**config.mk**
```make
export PLATFORM = sky130hd
export DESIGN_NAME = script_fetch_ctl
export DESIGN_NICKNAME = d
export VERILOG_FILES = /design/src/rtl/sfc_pkg.sv /design/src/rtl/sfc_cfg_regs.sv /design/src/rtl/sfc_seq.sv /design/src/rtl/sfc_irq.sv /design/src/rtl/script_fetch_ctl.sv
export SDC_FILE = /design/constraint.sdc
export NUM_CORES = 1
export LEC_CHECK = 0
export ABC_CLOCK_PERIOD_IN_PS = 1800
export CAP_MARGIN = 15
export CORE_ASPECT_RATIO = 0.6
export CORE_UTILIZATION = 45
export DETAILED_ROUTE_END_ITERATION = 12
export PLACE_DENSITY = 0.8
export SETUP_SLACK_MARGIN = 0.5
export SYNTH_ARGS = -nofsm -noshare
export SYNTH_HDL_FRONTEND = slang
export SYNTH_SLANG_ARGS = --single-unit
```
**constraint.sdc**
```tcl
create_clock -name clk -period 1.8 [get_ports clk]
set_input_delay 0.36 -clock clk [delete_from_list [all_inputs] [get_ports clk]]
set_output_delay 0.36 -clock clk [all_outputs]
set_load 0.02 [all_outputs]
```
**src/rtl/sfc_pkg.sv**
```systemverilog
package sfc_pkg;
  localparam int CFG_W    = 4;
  localparam int B_START  = 0;
  localparam int B_MASK   = 1;
  localparam int B_PUSH   = 2;
  localparam int B_COMPAT = 3;

  typedef enum logic [1:0] {
    SEQ_IDLE  = 2'd0,
    SEQ_FETCH = 2'd1,
    SEQ_EXEC  = 2'd2
  } seq_st_e;

  // Pin drive: returns {data, enable}; the pin is active low.
  function automatic logic [1:0] pin_drive(input logic active, input logic push);
    if (push) pin_drive = {~active, 1'b1};
    else      pin_drive = {1'b0, active};
  endfunction

  // ID routing: returns {id register enable, first-byte enable}.
  function automatic logic [1:0] id_route(input logic cap, input logic compat);
    id_route = {cap, cap & ~compat};
  endfunction
endpackage

```
**src/rtl/sfc_cfg_regs.sv**
```systemverilog
module sfc_cfg_regs
  import sfc_pkg::*;
(
  input  logic             clk,
  input  logic             rst_n,
  input  logic             soft_rst,
  input  logic             cfg_we,
  input  logic [CFG_W-1:0] cfg_wdata,
  output logic             start_pulse,
  output logic             irq_mask,
  output logic             push_pull,
  output logic             compat,
  output logic [CFG_W-1:0] cfg_rdata
);
  logic start_rb_q;
  logic mask_q;
  logic push_q;
  logic compat_q;

  assign start_pulse = cfg_we & cfg_wdata[B_START];

  // The compatibility flag lives apart: only power-up reset clears it.
  always_ff @(posedge clk or negedge rst_n) begin
    if (!rst_n) begin
      compat_q <= 1'b0;
    end else if (!soft_rst && cfg_we) begin
      compat_q <= cfg_wdata[B_COMPAT];
    end
  end

  always_ff @(posedge clk or negedge rst_n) begin
    if (!rst_n) begin
      start_rb_q <= 1'b0;
      mask_q     <= 1'b0;
      push_q     <= 1'b0;
    end else if (soft_rst) begin
      start_rb_q <= 1'b0;
      mask_q     <= 1'b0;
      push_q     <= 1'b0;
    end else begin
      start_rb_q <= start_pulse;
      if (cfg_we) begin
        mask_q <= cfg_wdata[B_MASK];
        push_q <= cfg_wdata[B_PUSH];
      end
    end
  end

  assign irq_mask  = mask_q;
  assign push_pull = push_q;
  assign compat    = compat_q;

  always_comb begin
    cfg_rdata           = '0;
    cfg_rdata[B_START]  = start_rb_q;
    cfg_rdata[B_MASK]   = mask_q;
    cfg_rdata[B_PUSH]   = push_q;
    cfg_rdata[B_COMPAT] = compat_q;
  end
endmodule

```
**src/rtl/sfc_seq.sv**
```systemverilog
module sfc_seq
  import sfc_pkg::*;
#(
  parameter int ADDR_W = 32
) (
  input  logic              clk,
  input  logic              rst_n,
  input  logic              soft_rst,
  input  logic              start_pulse,
  input  logic              manual_mode,
  input  logic              step_mode,
  input  logic              ip_load,
  input  logic [ADDR_W-1:0] ip_addr,
  input  logic              step_done,
  input  logic              halt_req,
  output logic              fetch_req,
  output logic [ADDR_W-1:0] fetch_addr,
  output logic              step_evt,
  output logic              seq_idle,
  output logic              seq_exec
);
  seq_st_e           st_q, st_nx;
  logic              launch;
  logic              auto_run;
  logic [ADDR_W-1:0] addr_q;

  assign auto_run = ~manual_mode & ~step_mode;

  always_comb begin
    st_nx    = st_q;
    launch   = 1'b0;
    step_evt = 1'b0;
    unique case (st_q)
      SEQ_IDLE: begin
        launch = start_pulse | (auto_run & ip_load);
      end
      SEQ_FETCH: begin
        st_nx = SEQ_EXEC;
      end
      SEQ_EXEC: begin
        if (step_done) begin
          if (step_mode) begin
            step_evt = 1'b1;
            st_nx    = SEQ_IDLE;
          end else if (halt_req) begin
            st_nx = SEQ_IDLE;
          end else begin
            launch = 1'b1;
          end
        end
      end
      default: st_nx = SEQ_IDLE;
    endcase
    if (launch) st_nx = SEQ_FETCH;
  end

  always_ff @(posedge clk or negedge rst_n) begin
    if (!rst_n) begin
      st_q   <= SEQ_IDLE;
      addr_q <= '0;
    end else if (soft_rst) begin
      st_q <= SEQ_IDLE;
    end else begin
      st_q <= st_nx;
      if (launch) addr_q <= ip_addr;
    end
  end

  assign fetch_req  = (st_q == SEQ_FETCH);
  assign fetch_addr = addr_q;
  assign seq_idle   = (st_q == SEQ_IDLE);
  assign seq_exec   = (st_q == SEQ_EXEC);
endmodule

```
**src/rtl/sfc_irq.sv**
```systemverilog
module sfc_irq
  import sfc_pkg::*;
(
  input  logic clk,
  input  logic rst_n,
  input  logic soft_rst,
  input  logic irq_src,
  input  logic step_evt,
  input  logic irq_ack,
  input  logic irq_mask,
  input  logic push_pull,
  output logic irq_pend,
  output logic halt_req,
  output logic irq_o,
  output logic irq_oe
);
  logic src_q;
  logic stp_q;
  logic active;
  logic [1:0] drv;

  always_ff @(posedge clk or negedge rst_n) begin
    if (!rst_n) begin
      src_q <= 1'b0;
      stp_q <= 1'b0;
    end else if (soft_rst) begin
      src_q <= 1'b0;
      stp_q <= 1'b0;
    end else begin
      if (irq_src)      src_q <= 1'b1;
      else if (irq_ack) src_q <= 1'b0;
      if (step_evt)     stp_q <= 1'b1;
      else if (irq_ack) stp_q <= 1'b0;
    end
  end

  assign irq_pend = src_q | stp_q;
  assign halt_req = irq_pend | irq_src;
  assign active   = irq_pend & ~irq_mask;
  assign drv      = pin_drive(active, push_pull);
  assign irq_o    = drv[1];
  assign irq_oe   = drv[0];
endmodule

```
**src/rtl/script_fetch_ctl.sv**
```systemverilog
module script_fetch_ctl
  import sfc_pkg::*;
#(
  parameter int ADDR_W = 32
) (
  input  logic              clk,
  input  logic              rst_n,
  input  logic              soft_rst,
  input  logic              cfg_we,
  input  logic [3:0]        cfg_wdata,
  output logic [3:0]        cfg_rdata,
  input  logic              manual_mode,
  input  logic              step_mode,
  input  logic              ip_load,
  input  logic [ADDR_W-1:0] ip_addr,
  input  logic              step_done,
  input  logic              irq_src,
  input  logic              irq_ack,
  input  logic              id_cap,
  output logic              fetch_req,
  output logic [ADDR_W-1:0] fetch_addr,
  output logic              irq_o,
  output logic              irq_oe,
  output logic              idreg_we,
  output logic              firstbyte_we
);
  logic       start_pulse;
  logic       irq_mask;
  logic       push_pull;
  logic       compat;
  logic       halt_req;
  logic       step_evt;
  logic       irq_pend;
  logic       seq_idle;
  logic       seq_exec;
  logic [1:0] id_en;

  sfc_cfg_regs u_cfg (
    .clk         (clk),
    .rst_n       (rst_n),
    .soft_rst    (soft_rst),
    .cfg_we      (cfg_we),
    .cfg_wdata   (cfg_wdata),
    .start_pulse (start_pulse),
    .irq_mask    (irq_mask),
    .push_pull   (push_pull),
    .compat      (compat),
    .cfg_rdata   (cfg_rdata)
  );

  sfc_seq #(.ADDR_W(ADDR_W)) u_seq (
    .clk         (clk),
    .rst_n       (rst_n),
    .soft_rst    (soft_rst),
    .start_pulse (start_pulse),
    .manual_mode (manual_mode),
    .step_mode   (step_mode),
    .ip_load     (ip_load),
    .ip_addr     (ip_addr),
    .step_done   (step_done),
    .halt_req    (halt_req),
    .fetch_req   (fetch_req),
    .fetch_addr  (fetch_addr),
    .step_evt    (step_evt),
    .seq_idle    (seq_idle),
    .seq_exec    (seq_exec)
  );

  sfc_irq u_irq (
    .clk       (clk),
    .rst_n     (rst_n),
    .soft_rst  (soft_rst),
    .irq_src   (irq_src),
    .step_evt  (step_evt),
    .irq_ack   (irq_ack),
    .irq_mask  (irq_mask),
    .push_pull (push_pull),
    .irq_pend  (irq_pend),
    .halt_req  (halt_req),
    .irq_o     (irq_o),
    .irq_oe    (irq_oe)
  );

  assign id_en        = id_route(id_cap, compat);
  assign idreg_we     = id_en[1];
  assign firstbyte_we = id_en[0];
endmodule

```
### Yosys cells after proc, flatten, opt, wreduce, memory -nomap -nowiden

Cells that the tools add are included.

* flip-flop bits (word level): 40
* word-level logic and storage cells: 59
* input bits: 47

* reductions and logical operators: 8
* bitwise operators: 14
* equal/unequal tests: 5
* muxes and demuxes: 24

Operators by type and width (number)
* $mux 1: 16
* $mux 2: 6
* $not 1->1: 6
* $pmux 2 s3: 1
* $reduce_bool 3->1: 2
* $and 1x1->1: 5
* $ne 5x4->1 const B: 1
* $ne 4x3->1 const B: 1
* $ne 3x2->1 const B: 1
* $or 1x1->1: 3
* $reduce_and 3->1: 1
* $eq 2x1->1 const B: 1
* $eq 2x2->1 const B: 1
* $logic_not 2->1: 1
* $pmux 1 s2: 1
* $reduce_and 2->1: 1
* $reduce_bool 2->1: 1
* $logic_and 1x1->1: 1
* $logic_not 1->1: 1

### Logic depth before layout (Yosys ltp)

* word-level depth: 8
* mapped depth: 6
* depth with buffers taken out: 3

### By module

From an unflattened synthesis, not the netlist that was laid out.

* cell total of the unflattened synthesis: 112
* area total of the unflattened synthesis: 1656.6 µm²

Modules (own cells, without submodules)
* sfc_seq: cells an instance 81, area an instance 1325.0 µm², instances 1
* sfc_cfg_regs: cells an instance 16, area an instance 201.4 µm², instances 1
* sfc_irq: cells an instance 13, area an instance 108.9 µm², instances 1
* script_fetch_ctl: cells an instance 2, area an instance 21.3 µm², instances 1

### Worst setup path after synthesis

OpenSTA, ideal clock, no wires.

* path type: reg-to-output
* start point: reg u_irq.stp_q
* end point: out irq_o
* path slack: 220 ps
* arrival: 1220 ps
* path buffers: 1
* cell stages (with the launch flop): 4
* cells stage by stage: dfrtp_1 -> nor2_1 -> clkbuf_1 -> o21a_1

* word-level cells in the longest chain between the ends: 4

RTL lines
* start, declared: RTL line sfc_irq.sv:18 `logic stp_q;`
* start signal, assigned: RTL line sfc_irq.sv:25 `stp_q <= 1'b0;`
* start signal, assigned: RTL line sfc_irq.sv:28 `stp_q <= 1'b0;`
* start signal, assigned: RTL line sfc_irq.sv:32 `if (step_evt) stp_q <= 1'b1;`
* $or 1x1->1: RTL line sfc_irq.sv:37 `assign irq_pend = src_q | stp_q;`
* $and 1x1->1: RTL line sfc_irq.sv:39 `assign active = irq_pend & ~irq_mask;`
* $not 1->1: RTL line sfc_pkg.sv:16 `if (push) pin_drive = {~active, 1'b1};`
* $mux 2: RTL line sfc_pkg.sv:16
* end, declared: RTL line script_fetch_ctl.sv:22 `output logic irq_o,`

Every way passes these cells.

### Worst setup path after layout

* start point: reg u_seq.st_q[0]
* end point: reg u_seq.addr_q[7], in the netlist u_seq.fetch_addr[7]

* word-level cells in the longest chain between the ends: 3
* elaborated cells on any way between the ends: 4
* those cells by class: 1 x eq/ne; 1 x mux; 2 x reduce/logical

RTL lines
* start, declared: RTL line sfc_seq.sv:22 `seq_st_e st_q, st_nx;`
* start signal, assigned: RTL line sfc_seq.sv:64 `st_q <= st_nx;`
* $eq 2x2->1 / $logic_not 2->1 (equally long branches)
* $pmux 1 s2 (*): RTL line sfc_seq.sv:33 `unique case (st_q)`
* $reduce_and 2->1 (no source line) (*)
* end signal, assigned: RTL line sfc_seq.sv:65 `if (launch) addr_q <= ip_addr;`
* end, declared: RTL line sfc_seq.sv:25 `logic [ADDR_W-1:0] addr_q;`

Every way passes the cells marked *; elsewhere a longest branch is shown, timed or not.
A chain may end at the register's enable or synchronous reset.

==> impl_metrics.json <==
{
  "min_period_over_period_pct": 85.2,
  "worst_slew_margin_rel_pct": 73.1,
  "worst_setup_path_startpoint": "u_seq.st_q[0]$_DFFE_PN0P_",
  "synth_adder_area_share_pct": 0,
  "drv_slew": 0,
  "combinational_family_with_the_most_area_after_synthesis": "compound AO/OA/AOI/OAI gates",
  "finalSetupViolCount": 0,
  "register_bit_total_from_synthesis": 40,
  "drv_cap": 0,
  "synth-seq-area-share_pct": 40.2,
  "detailroute.via_count": 2807,
  "routed_wl_um": 9990,
  "netlist_instances": 238,
  "drt-wirelength-per-cell_um": 24.4,
  "number_of_buffers_on_the_longest_clock_path": 2,
  "crit_required_ns": 1.99,
  "floorplan.die_area_mm2": 0.00585,
  "grt_pass1_wl_um": 14000,
  "worst_slack_ns": 0.266,
  "grt_overflow": 0,
  "first_global_vias": 2634,
  "cts_buffers": 5,
  "layoutNonFillerInstCount": 410,
  "clock_tree.root_cell": "sky130_fd_sc_hd__clkbuf_8",
  "synth.avg_cell_area_um2": 10.5,
  "post_synth_mux_area_share_pct": 1.26,
  "synth.distinct_cells": 27,
  "die_h_um": 59.6,
  "largest_clock_skew_in_the_final_design_ns": 0.00899,
  "initial_utilization_pct": 48.1,
  "clk_transition_reported_paths_ns": 0.10,
  "timing.hold.ws_ns": 0.488,
  "route.detailed.drc": 4,
  "switching_share_pct": 38.5,
  "total_leakage_power_uw": 0.00156,
  "synth_nets": 285,
  "netSwitchingPower_uw": 1230,
  "antenna_cells_inserted": 0,
  "tightestPinTransition_ns": 0.403,
  "crit_reg_reg_startpoint": "u_seq.st_q[0]$_DFFE_PN0P_",
  "crit_arrival_ns": 1.72,
  "drt_iter0_drc": 239,
  "viasPerCell": 6.85,
  "portBuffers": 87,
  "cellInternalPower_uw": 1970,
  "worstSetupEndpointType": "flip-flop",
  "power_density_mw_per_mm2": 784,
  "synth-xor-area-share_pct": 0,
  "num-nets-final": 390,
  "area_growth_pct": 63.6,
  "power.clock.fraction_pct": 20.2,
  "violations": "design-rule violations",
  "fin_tns_setup_ns": 0,
  "top_level_ports": 88,
  "layout_min_cycle_time_ns": 1.53,
  "timing_worst_setup_path_type": "reg2reg",
  "ant_nets": 0,
  "maxClockFrequency_mhz": 652,
  "cts_htree_levels": 2,
  "share_comb_of_total_power_pct": 41.2,
  "critical_path.max_fanout": 8,
  "dpl_worst_slack_ns": -0.197,
  "iteration_count_of_the_initial_detailed_routing_pass": 9,
  "layout-drive-gt1-share_pct": 42.4,
  "share_seq_of_total_power_pct": 38.7,
  "antenna_violations_before_repair": 0,
  "std_cell_rows": 20,
  "post-layout-total-power_uw": 3200,
  "ff2ff_path_depth": 6,
  "reg2reg_setup_slack_ns": 0.27,
  "tritoncts_num_sinks": 40,
  "dpl.hpwl_um": 5090,
  "run_status": "complete, but fails checks",
  "clock_tree_from_tritoncts": "yes",
  "rsz0062_at_grt": "true",
  "die-width_um": 98.1,
  "synth-simple-area-share_pct": 13.1,
  "finalHoldViolations": 0,
  "start_kind": "flip-flop",
  "floorplan.core_area_mm2": 0.00518,
  "yosysWarningCount": 0,
  "grtUsageTotal_pct": 31.8,
  "grt_start_max_net_pins": 34,
  "worst_hold_path_type": "in2async",
  "netlist_area_mm2": 0.00249,
  "largest_vdd_supply_drop_v": 0.000487,
  "final_estimated_routing_congestion_in_global_placement": 0.780,
  "clk_latency_ns": 0.32,
  "dp_cells": 377,
  "synth_area_in_compound_gates_pct": 36.7
}
## what timing repair did
item / in CTS / in global routing
cloned: 7 / 4
gates resized for setup: 212 / 19
setup endpoints to repair: 74 / 41
hold endpoints to repair: 15 / 0
hold buffers: 1 / 0
setup buffers: 10 / 3
pin swaps: 15 / 23
## per-stage QoR
stage	cell area, um2	utilization, %
after floorplan	2510	-
after global placement	3530	68.2
after detailed placement	3530	68.2
after CTS	3890	75.1
after global routing	4080	78.7
final	4080	78.7
## power by group through the flow
stage	Sequential (uW)	Clock (uW)	Combinational [uW]
after floorplan	1410	0	427
final	1240	645	1320
after global placement	1230	0	1210
after CTS	1210	635	1220
after global routing	1250	703	1380
after detailed placement	1230	0	1240
## layout by cell type (no fill, tap or decap), types with 2 or more instances in the layout
cell type	n
sky130_fd_sc_hd__o211ai_1	64
sky130_fd_sc_hd__clkdlybuf4s50_1	39
sky130_fd_sc_hd__dfrtp_1	39
sky130_fd_sc_hd__buf_2	36
sky130_fd_sc_hd__nand4_1	32
sky130_fd_sc_hd__buf_4	21
sky130_fd_sc_hd__o31ai_2	17
sky130_fd_sc_hd__o31ai_4	15
sky130_fd_sc_hd__buf_6	14
sky130_fd_sc_hd__buf_12	10
sky130_fd_sc_hd__nor2_1	6
sky130_fd_sc_hd__clkbuf_8	5
sky130_fd_sc_hd__buf_16	4
sky130_fd_sc_hd__clkbuf_16	3
sky130_fd_sc_hd__clkdlybuf4s15_1	3
sky130_fd_sc_hd__dlygate4sd2_1	3
sky130_fd_sc_hd__nor2b_1	2
sky130_fd_sc_hd__nor3_4	2
sky130_fd_sc_hd__mux2i_1	2
sky130_fd_sc_hd__clkinvlp_4	2
sky130_fd_sc_hd__bufbuf_16	2
## logic make-up after synthesis
logic type,count (synthesis)
compound gates,102
simple gates,52
buf+inv,41
flops,40
mux,3
## state kept, by name, summed over array words and instances (netlist names)
name and flops:
u_cfg.push_pull 1, u_irq.src_q 1, u_cfg.compat 1, u_cfg.start_rb_q 1
u_seq.st_q 2, u_irq.stp_q 1, u_seq.fetch_addr 32, u_cfg.irq_mask 1
## synthesized netlist by cell type (all sizes together)
cell | number | area (um2)
o31ai | 32 | 390
inv | 1 | 3.75
a31o | 1 | 8.76
mux2 | 1 | 11.3
and2 | 1 | 6.26
a22oi | 1 | 7.51
or2 | 1 | 6.26
nor2b | 4 | 25.0
a21oi | 1 | 5.00
clkbuf | 19 | 71.3
or3 | 1 | 6.26
and3b | 1 | 8.76
nor3b | 2 | 20.0
o211ai | 64 | 480
nor2 | 7 | 26.3
nor3 | 2 | 20.0
o21a | 2 | 15.0
mux2i | 2 | 20.0
o21bai | 1 | 7.51
nand4 | 32 | 200
nand3b | 1 | 7.51
buf | 21 | 143
dfrtp | 40 | 1000
## final cells by class
cell class | count | area (um2)
clock buffer | 5 | 68.8
clock inverter | 3 | 23.8
fill | 299 | 1100
inverter | 1 | 3.75
multi-input combinational | 157 | 1470
sequential | 40 | 1000
tap | 66 | 82.6
timing repair buffer | 138 | 1420
## critical path: stages (launching register included)
cell and delay [ns]:
sky130_fd_sc_hd__dfrtp_1 0.41, sky130_fd_sc_hd__buf_6 0.14, sky130_fd_sc_hd__nand3b_1 0.16, sky130_fd_sc_hd__buf_6 0.16
sky130_fd_sc_hd__clkbuf_16 0.18, sky130_fd_sc_hd__o31ai_2 0.25, sky130_fd_sc_hd__o211ai_1 0.11
## worst paths after layout
path	end
max in group asynchronous	u_seq.st_q[1]$_DFFE_PN0P_
max reg2reg	u_seq.fetch_addr[7]$_DFFE_PN0P_
min	u_seq.fetch_addr[28]$_DFFE_PN0P_
max	u_seq.fetch_addr[7]$_DFFE_PN0P_
min reg2reg	u_cfg.compat$_DFFE_PN0P_
min in group clk	u_irq.src_q$_DFFE_PN0P_
## routing by layer
layer	global-route usage, %	routed length (um)
met1	42.9	3960
met2	51.9	4590
met3	7.90	1160
met4	8.01	278
met5	0	0
Power figures use the tool's default switching activity.
